## src/rtl/bst_pkg.sv

```systemverilog
package bst_pkg;
  typedef enum logic [2:0] {
    M_TOGGLE   = 3'd0,
    M_PRPG     = 3'd1,
    M_PSA      = 3'd2,
    M_PSA_PRPG = 3'd3,
    M_PSA_CNT  = 3'd4,
    M_HOLD     = 3'd5
  } mode_e;
endpackage

```

## src/rtl/bst_opdecode.sv

```systemverilog
module bst_opdecode
  import bst_pkg::*;
(
  input  logic [2:0] opcode,
  input  logic       rti_state,
  input  logic       runtest_on,
  input  logic       en_ab,
  input  logic       en_ba,
  output mode_e      mode,
  output logic       active
);
  // Algorithms run only with one direction enabled inside run-test idle.
  assign active = rti_state & runtest_on & (en_ab ^ en_ba);

  always_comb begin
    if (!active) begin
      mode = M_HOLD;
    end else begin
      unique case (opcode[1:0])
        2'b00:   mode = M_TOGGLE;
        2'b01:   mode = M_PRPG;
        2'b10:   mode = M_PSA;
        default: mode = opcode[2] ? M_PSA_CNT : M_PSA_PRPG;
      endcase
    end
  end
endmodule

```

## src/rtl/bst_lane_order.sv

```systemverilog
// Swaps the two halves of a 2*W vector unless keep is set.
// Swapping is its own inverse, so one module maps both ways.
module bst_lane_order #(
  parameter int W = 20
) (
  input  logic           keep,
  input  logic [2*W-1:0] x,
  output logic [2*W-1:0] y
);
  localparam int DW = 2 * W;
  for (genvar i = 0; i < DW; i++) begin : g_bit
    localparam int J = (i + W) % DW;
    assign y[i] = keep ? x[i] : x[J];
  end
endmodule

```

## src/rtl/bst_step.sv

```systemverilog
// Next value of the combined view {output half, input half}.
module bst_step
  import bst_pkg::*;
#(
  parameter int W    = 20,
  parameter int WT_A = 40,
  parameter int WT_B = 38,
  parameter int WT_C = 21,
  parameter int WT_D = 19,
  parameter int NT_A = 20,
  parameter int NT_B = 17
) (
  input  mode_e          mode,
  input  logic [2*W-1:0] cur,
  input  logic [2*W-1:0] pin,
  output logic [2*W-1:0] nxt
);
  localparam int DW = 2 * W;

  logic [W-1:0] in_c, out_c, in_p;
  logic         wide_fb, in_fb, out_fb;
  logic [W-1:0] in_misr, out_prpg, out_cnt;
  logic [DW-1:0] wide_shift;

  assign in_c  = cur[W-1:0];
  assign out_c = cur[DW-1:W];
  assign in_p  = pin[W-1:0];

  assign wide_fb = cur[WT_A-1] ^ cur[WT_B-1] ^ cur[WT_C-1] ^ cur[WT_D-1];
  assign in_fb   = in_c[NT_A-1] ^ in_c[NT_B-1];
  assign out_fb  = out_c[NT_A-1] ^ out_c[NT_B-1];

  assign wide_shift = {cur[DW-2:0], wide_fb};
  assign in_misr    = {in_c[W-2:0], in_fb} ^ in_p;
  assign out_prpg   = {out_c[W-2:0], out_fb};
  assign out_cnt    = out_c + {{(W-1){1'b0}}, 1'b1};

  always_comb begin
    unique case (mode)
      M_TOGGLE:   nxt = {~out_c, in_p};
      M_PRPG:     nxt = wide_shift;
      M_PSA:      nxt = wide_shift ^ pin;
      M_PSA_PRPG: nxt = {out_prpg, in_misr};
      M_PSA_CNT:  nxt = {out_cnt, in_misr};
      default:    nxt = cur;
    endcase
  end
endmodule

```

## src/rtl/bst_shadow.sv

```systemverilog
// Falling-edge shadow latches, one enable per pin side.
module bst_shadow #(
  parameter int W = 20
) (
  input  logic           clk,
  input  logic           rst_n,
  input  logic           upd_lo,
  input  logic           upd_hi,
  input  logic [2*W-1:0] src,
  output logic [2*W-1:0] shadow
);
  localparam int DW = 2 * W;
  always_ff @(negedge clk or negedge rst_n) begin
    if (!rst_n) begin
      shadow <= '0;
    end else begin
      if (upd_lo) shadow[W-1:0]  <= src[W-1:0];
      if (upd_hi) shadow[DW-1:W] <= src[DW-1:W];
    end
  end
endmodule

```

## src/rtl/bst_engine.sv

```systemverilog
module bst_engine
  import bst_pkg::*;
#(
  parameter int LANE_W   = 20,
  parameter int CTL_W    = 12,
  parameter int OE_A_IDX = 10,
  parameter int OE_B_IDX = 11
) (
  input  logic                clk,
  input  logic                rst_n,
  input  logic                rti_state,
  input  logic                runtest_on,
  input  logic [2:0]          opcode,
  input  logic                en_ab,
  input  logic                en_ba,
  input  logic [LANE_W-1:0]   a_pins,
  input  logic [LANE_W-1:0]   b_pins,
  input  logic [CTL_W-1:0]    ctl_cells,
  input  logic                load_en,
  input  logic [2*LANE_W-1:0] load_cells,
  output logic [2*LANE_W-1:0] cell_shift,
  output logic [LANE_W-1:0]   a_drive,
  output logic [LANE_W-1:0]   b_drive,
  output logic                a_oe,
  output logic                b_oe
);
  localparam int DW = 2 * LANE_W;

  mode_e          mode;
  logic           active;
  logic [DW-1:0]  shift_q, view_cur, view_pin, view_nxt, phys_nxt;
  logic           upd_lo_q, upd_hi_q;
  logic [DW-1:0]  shadow;
  logic           toggling;

  bst_opdecode u_dec (
    .opcode(opcode), .rti_state(rti_state), .runtest_on(runtest_on),
    .en_ab(en_ab), .en_ba(en_ba), .mode(mode), .active(active)
  );

  // A-side cells sit in the low half; en_ab keeps that as the input half.
  bst_lane_order #(.W(LANE_W)) u_view_cells (
    .keep(en_ab), .x(shift_q), .y(view_cur)
  );
  bst_lane_order #(.W(LANE_W)) u_view_pins (
    .keep(en_ab), .x({b_pins, a_pins}), .y(view_pin)
  );

  bst_step #(.W(LANE_W)) u_step (
    .mode(mode), .cur(view_cur), .pin(view_pin), .nxt(view_nxt)
  );

  bst_lane_order #(.W(LANE_W)) u_unview (
    .keep(en_ab), .x(view_nxt), .y(phys_nxt)
  );

  assign toggling = (mode == M_TOGGLE);

  always_ff @(posedge clk or negedge rst_n) begin
    if (!rst_n) begin
      shift_q  <= '0;
      upd_lo_q <= 1'b0;
      upd_hi_q <= 1'b0;
    end else begin
      if (load_en)     shift_q <= load_cells;
      else if (active) shift_q <= phys_nxt;
      // Output side is B (high half) when en_ab is set.
      upd_hi_q <= load_en | (!load_en & toggling & en_ab);
      upd_lo_q <= load_en | (!load_en & toggling & en_ba);
    end
  end

  bst_shadow #(.W(LANE_W)) u_shadow (
    .clk(clk), .rst_n(rst_n), .upd_lo(upd_lo_q), .upd_hi(upd_hi_q),
    .src(shift_q), .shadow(shadow)
  );

  assign cell_shift = shift_q;
  assign a_drive    = shadow[LANE_W-1:0];
  assign b_drive    = shadow[DW-1:LANE_W];
  assign a_oe       = ctl_cells[OE_A_IDX];
  assign b_oe       = ctl_cells[OE_B_IDX];
endmodule

```

## config.mk

```make
export PLATFORM = sky130hd
export DESIGN_NAME = bst_engine
export DESIGN_NICKNAME = d
export VERILOG_FILES = /design/src/rtl/bst_pkg.sv /design/src/rtl/bst_opdecode.sv /design/src/rtl/bst_lane_order.sv /design/src/rtl/bst_step.sv /design/src/rtl/bst_shadow.sv /design/src/rtl/bst_engine.sv
export SDC_FILE = /design/constraint.sdc
export NUM_CORES = 1
export LEC_CHECK = 0
export ABC_AREA = 1
export BUFFER_PORTS_ARGS = -buffer_cell sky130_fd_sc_hd__buf_2
export CELL_PAD_IN_SITES_DETAIL_PLACEMENT = 1
export CELL_PAD_IN_SITES_GLOBAL_PLACEMENT = 1
export CORE_MARGIN = 2
export CORE_UTILIZATION = 37
export DETAILED_ROUTE_END_ITERATION = 6
export GPL_TIMING_DRIVEN = 0
export PLACE_DENSITY_LB_ADDON = 0.1
export SYNTH_ARGS = -nofsm -noshare
export SYNTH_HDL_FRONTEND = slang
export SYNTH_HIERARCHICAL = 1
export SYNTH_SLANG_ARGS = --single-unit
```

## constraint.sdc

```tcl
create_clock -name clk -period 2.35 [get_ports clk]
set_input_delay 0.3525 -clock clk [delete_from_list [all_inputs] [get_ports clk]]
set_output_delay 0.3525 -clock clk [all_outputs]
set_load 0.03 [all_outputs]
```

==> results.json <==
{
  "outcome": "finished, violations left",
  "violations": "negative setup slack",
  "drive_gt1_frac": 0.2754,
  "dr_wl_met2_mm": 15.85,
  "crit_start": "u_shadow/shadow[13]$_DFFE_NN0P_",
  "via_count": 9037,
  "cts_tree": "yes",
  "drt_iter0_markers": 499,
  "fin_total_pwr_mw": 5.547,
  "grt_pass1_wl_mm": 50.48,
  "diodes": 0,
  "wl_per_cell_um": 18.44,
  "synth_cells": 1266,
  "holdWs_ps": 232.4,
  "grt_max_degree": 62,
  "cts_sinks": 82,
  "fp-row-count": 52,
  "crit_arrival_ps": 2100,
  "initial_core_util": 0.3743,
  "die_area_sq_mm": 0.02149,
  "p_int_mw": 3.274,
  "cap_violations": 0,
  "comb_power_share": 0.414,
  "max-vdd-ir-drop_mv": 0.3112,
  "critPathCaptureType": "output pin",
  "grt_pass1_vias": 9030,
  "cts_buffers": 9,
  "sw_frac_of_total": 0.4097,
  "antenna_found_initial": 0,
  "pwr-share-seq": 0.324,
  "fin_nets": 1587,
  "relSlewSlack": 0.6180,
  "wirelength_mm": 32.44,
  "routabilityCongestion": 0.9172,
  "min_path_type": "in2reg",
  "slew_violations": 0,
  "path_buf_inv": 1,
  "synth_seq_area_share": 0.2727,
  "crit_chain": "buf_6",
  "route.met3.wl_mm": 1.115,
  "critical_path_class": "reg2out",
  "track_usage": 0.2972,
  "r2r_start": "cell_shift[1]$_DFFE_PN0P_",
  "place_ws_ps": -1124,
  "cp-start-kind": "flop",
  "clock_skew_ps": 10.56,
  "hold_viol": 0,
  "dp_hpwl_mm": 25.27,
  "ios": 184,
  "cts_root_buf": "clkbuf_16",
  "rsz0062_at_grt": "yes",
  "clk_pin_slew_worst_paths_ps": 60,
  "syn_area_sq_mm": 0.007525,
  "clock_tree.buffer_depth": 2,
  "fin_tns_setup_ps": -3485,
  "min_from": "load_cells[32]",
  "crit_slowest_cell": "dfrtn_1",
  "ys_types": 43,
  "vias_per_cell": 5.138,
  "clock_latency_ps": 340,
  "slowest_delay_ps": 450,
  "crit_path_max_fanout": 2,
  "synth-seq-cells": 82,
  "syn_nets": 1369,
  "grt_overflow_total": 0,
  "die_w_um": 146.6,
  "worst_slack_ps": -107.4,
  "port_buffers": 170,
  "synth_area_per_cell_sq_um": 5.944,
  "h-tree-depth": 3,
  "coreArea_sq_mm": 0.02010,
  "yosysWarnings": 6,
  "switchingPower_mw": 2.273,
  "finalSetupViolCount": 40,
  "required_ps": 2000,
  "pwr-share-clk": 0.262,
  "routedLengthMet1_mm": 14.83,
  "route.antenna.remaining_nets": 0,
  "die_h_um": 146.6,
  "powerDensity_mw_per_mm2": 559.7,
  "dr.pass1.iters": 5,
  "area_growth_pct": 31.69,
  "p_leak_nw": 5.479,
  "route.top_layer_used": "met4",
  "remaining_drc_errors": 0,
  "worst_pin_slew_ps": 573.0,
  "crit_family": "flip-flops"
}
[final cells by class]
cell class	instances	area, sq um
Sequential cell	82	2061
Timing Repair Buffer	213	1468
Inverter	73	304.0
Clock buffer	11	242.7
Buffer	73	714.4
Multi-Input combinational cell	1032	4723
Tap cell	270	337.8
Fill cell	2748	10190
Clock inverter	5	58.81
[flip-flops by register name, indices dropped and copies added, names as in the netlist]
name and cells:
u_shadow/shadow 40, upd_hi_q 1, upd_lo_q 1, cell_shift 40
[power groups by stage]
stage	logic, mW	clock network [mW]	registers (mW)
floorplan	1.00	0	2.06
global placement	1.95	0	1.78
detailed placement	2.00	0	1.78
CTS	2.16	1.47	1.78
global route	2.50	1.53	1.81
finish	2.30	1.45	1.79
[synthesized netlist by cell type (all sizes together)]
cell type,instances,share of area
nor3,4,0.0033
nand3b,3,0.0030
o211ai,20,0.020
and2,1,0.00083
nand3,120,0.080
nor2,46,0.027
o22a,1,0.0012
o21ba,1,0.0013
a21oi,53,0.035
o311ai,1,0.0012
clkbuf,18,0.021
ha,1,0.0017
o21bai,3,0.0030
xor2,5,0.0058
a21o,1,0.0010
o211a,1,0.0013
xnor2,2,0.0023
a22oi,1,0.0010
dfrtn,40,0.13
nand4,6,0.0050
nand2,738,0.38
o221ai,4,0.0047
a31oi,1,0.00083
buf,61,0.073
or2,1,0.00083
o22ai,1,0.00083
dfrtp,42,0.14
inv,73,0.039
o21ai,17,0.011
[layer usage]
layer	track usage	vias up
li1	-	4394
met1	0.4025	4379
met2	0.5202	220
met3	0.02156	44
met4	0.06456	0
met5	0	-
[worst min-delay path, cell delays in order]
cell	delay, ps
buf_2	70
nand2_1	40
nand3_1	60
[layout by cell type, fill, tap and decap left out, drive strengths merged]
cell / netlist / layout
a31oi: 1 / 1
o21ba: 1 / 1
buf: 61 / 270
o22ai: 1 / 1
dfrtp: 42 / 42
xnor2: 2 / 2
dfrtn: 40 / 40
nor3: 4 / 4
o21ai: 17 / 17
o211a: 1 / 1
a21oi: 53 / 53
o211ai: 20 / 20
nor2: 46 / 46
xor2: 5 / 5
or2: 1 / 1
dlygate4sd3: 0 / 1
o221ai: 4 / 4
nand2: 738 / 738
o311ai: 1 / 1
clkinv: 0 / 1
nand3: 120 / 120
bufinv: 0 / 1
and2: 1 / 1
inv: 73 / 76
clkbuf: 18 / 26
nand3b: 3 / 3
o21bai: 3 / 3
o22a: 1 / 1
a22oi: 1 / 1
nand4: 6 / 6
a21o: 1 / 1
ha: 1 / 1
[timing repair]
item                       CTS  global route
hold buffers                 1             0
resized for setup          116            65
setup endpoints to repair   80            79
hold endpoints to repair    16             0
setup buffers               18            23
pin swaps                    5            10
[kinds of logic after synthesis]
family                   count (synthesis)  share of synthesized area
AND/OR/NAND/NOR                        919                     0.5010
buffers and inverters                  152                     0.1337
AO/OA/AOI/OAI                          105                    0.08281
adder cells (fa/ha/maj)                  1                   0.001663
flip-flops                              82                     0.2727
XOR/XNOR                                 7                   0.008148
[final timing paths]
check	to	slack [ps]	cells after the start
hold / removal	cell_shift[32]$_DFFE_PN0P_	230	3
setup reg to reg	cell_shift[12]$_DFFE_PN0P_	130	13
max in group asynchronous	u_shadow/shadow[34]$_DFFE_NN0P_	190	3
hold reg to reg	u_shadow/shadow[26]$_DFFE_NN0P_	450	2
min in group asynchronous	cell_shift[4]$_DFFE_PN0P_	470	2
setup / recovery	a_drive[13]	-110	1
[through the flow]
| step | utilization | cell area (sq um) | instances |
|---|---|---|---|
| after floorplan | - | 7525 | 1266 |
| after global placement | 0.4334 | 8713 | 1706 |
| after detailed placement | 0.4349 | 8743 | 1707 |
| after CTS | 0.4752 | 9554 | 1738 |
| after global routing | 0.4929 | 9910 | 1759 |
| final | 0.4929 | 9910 | 1759 |
Power figures use the tool's default switching activity.
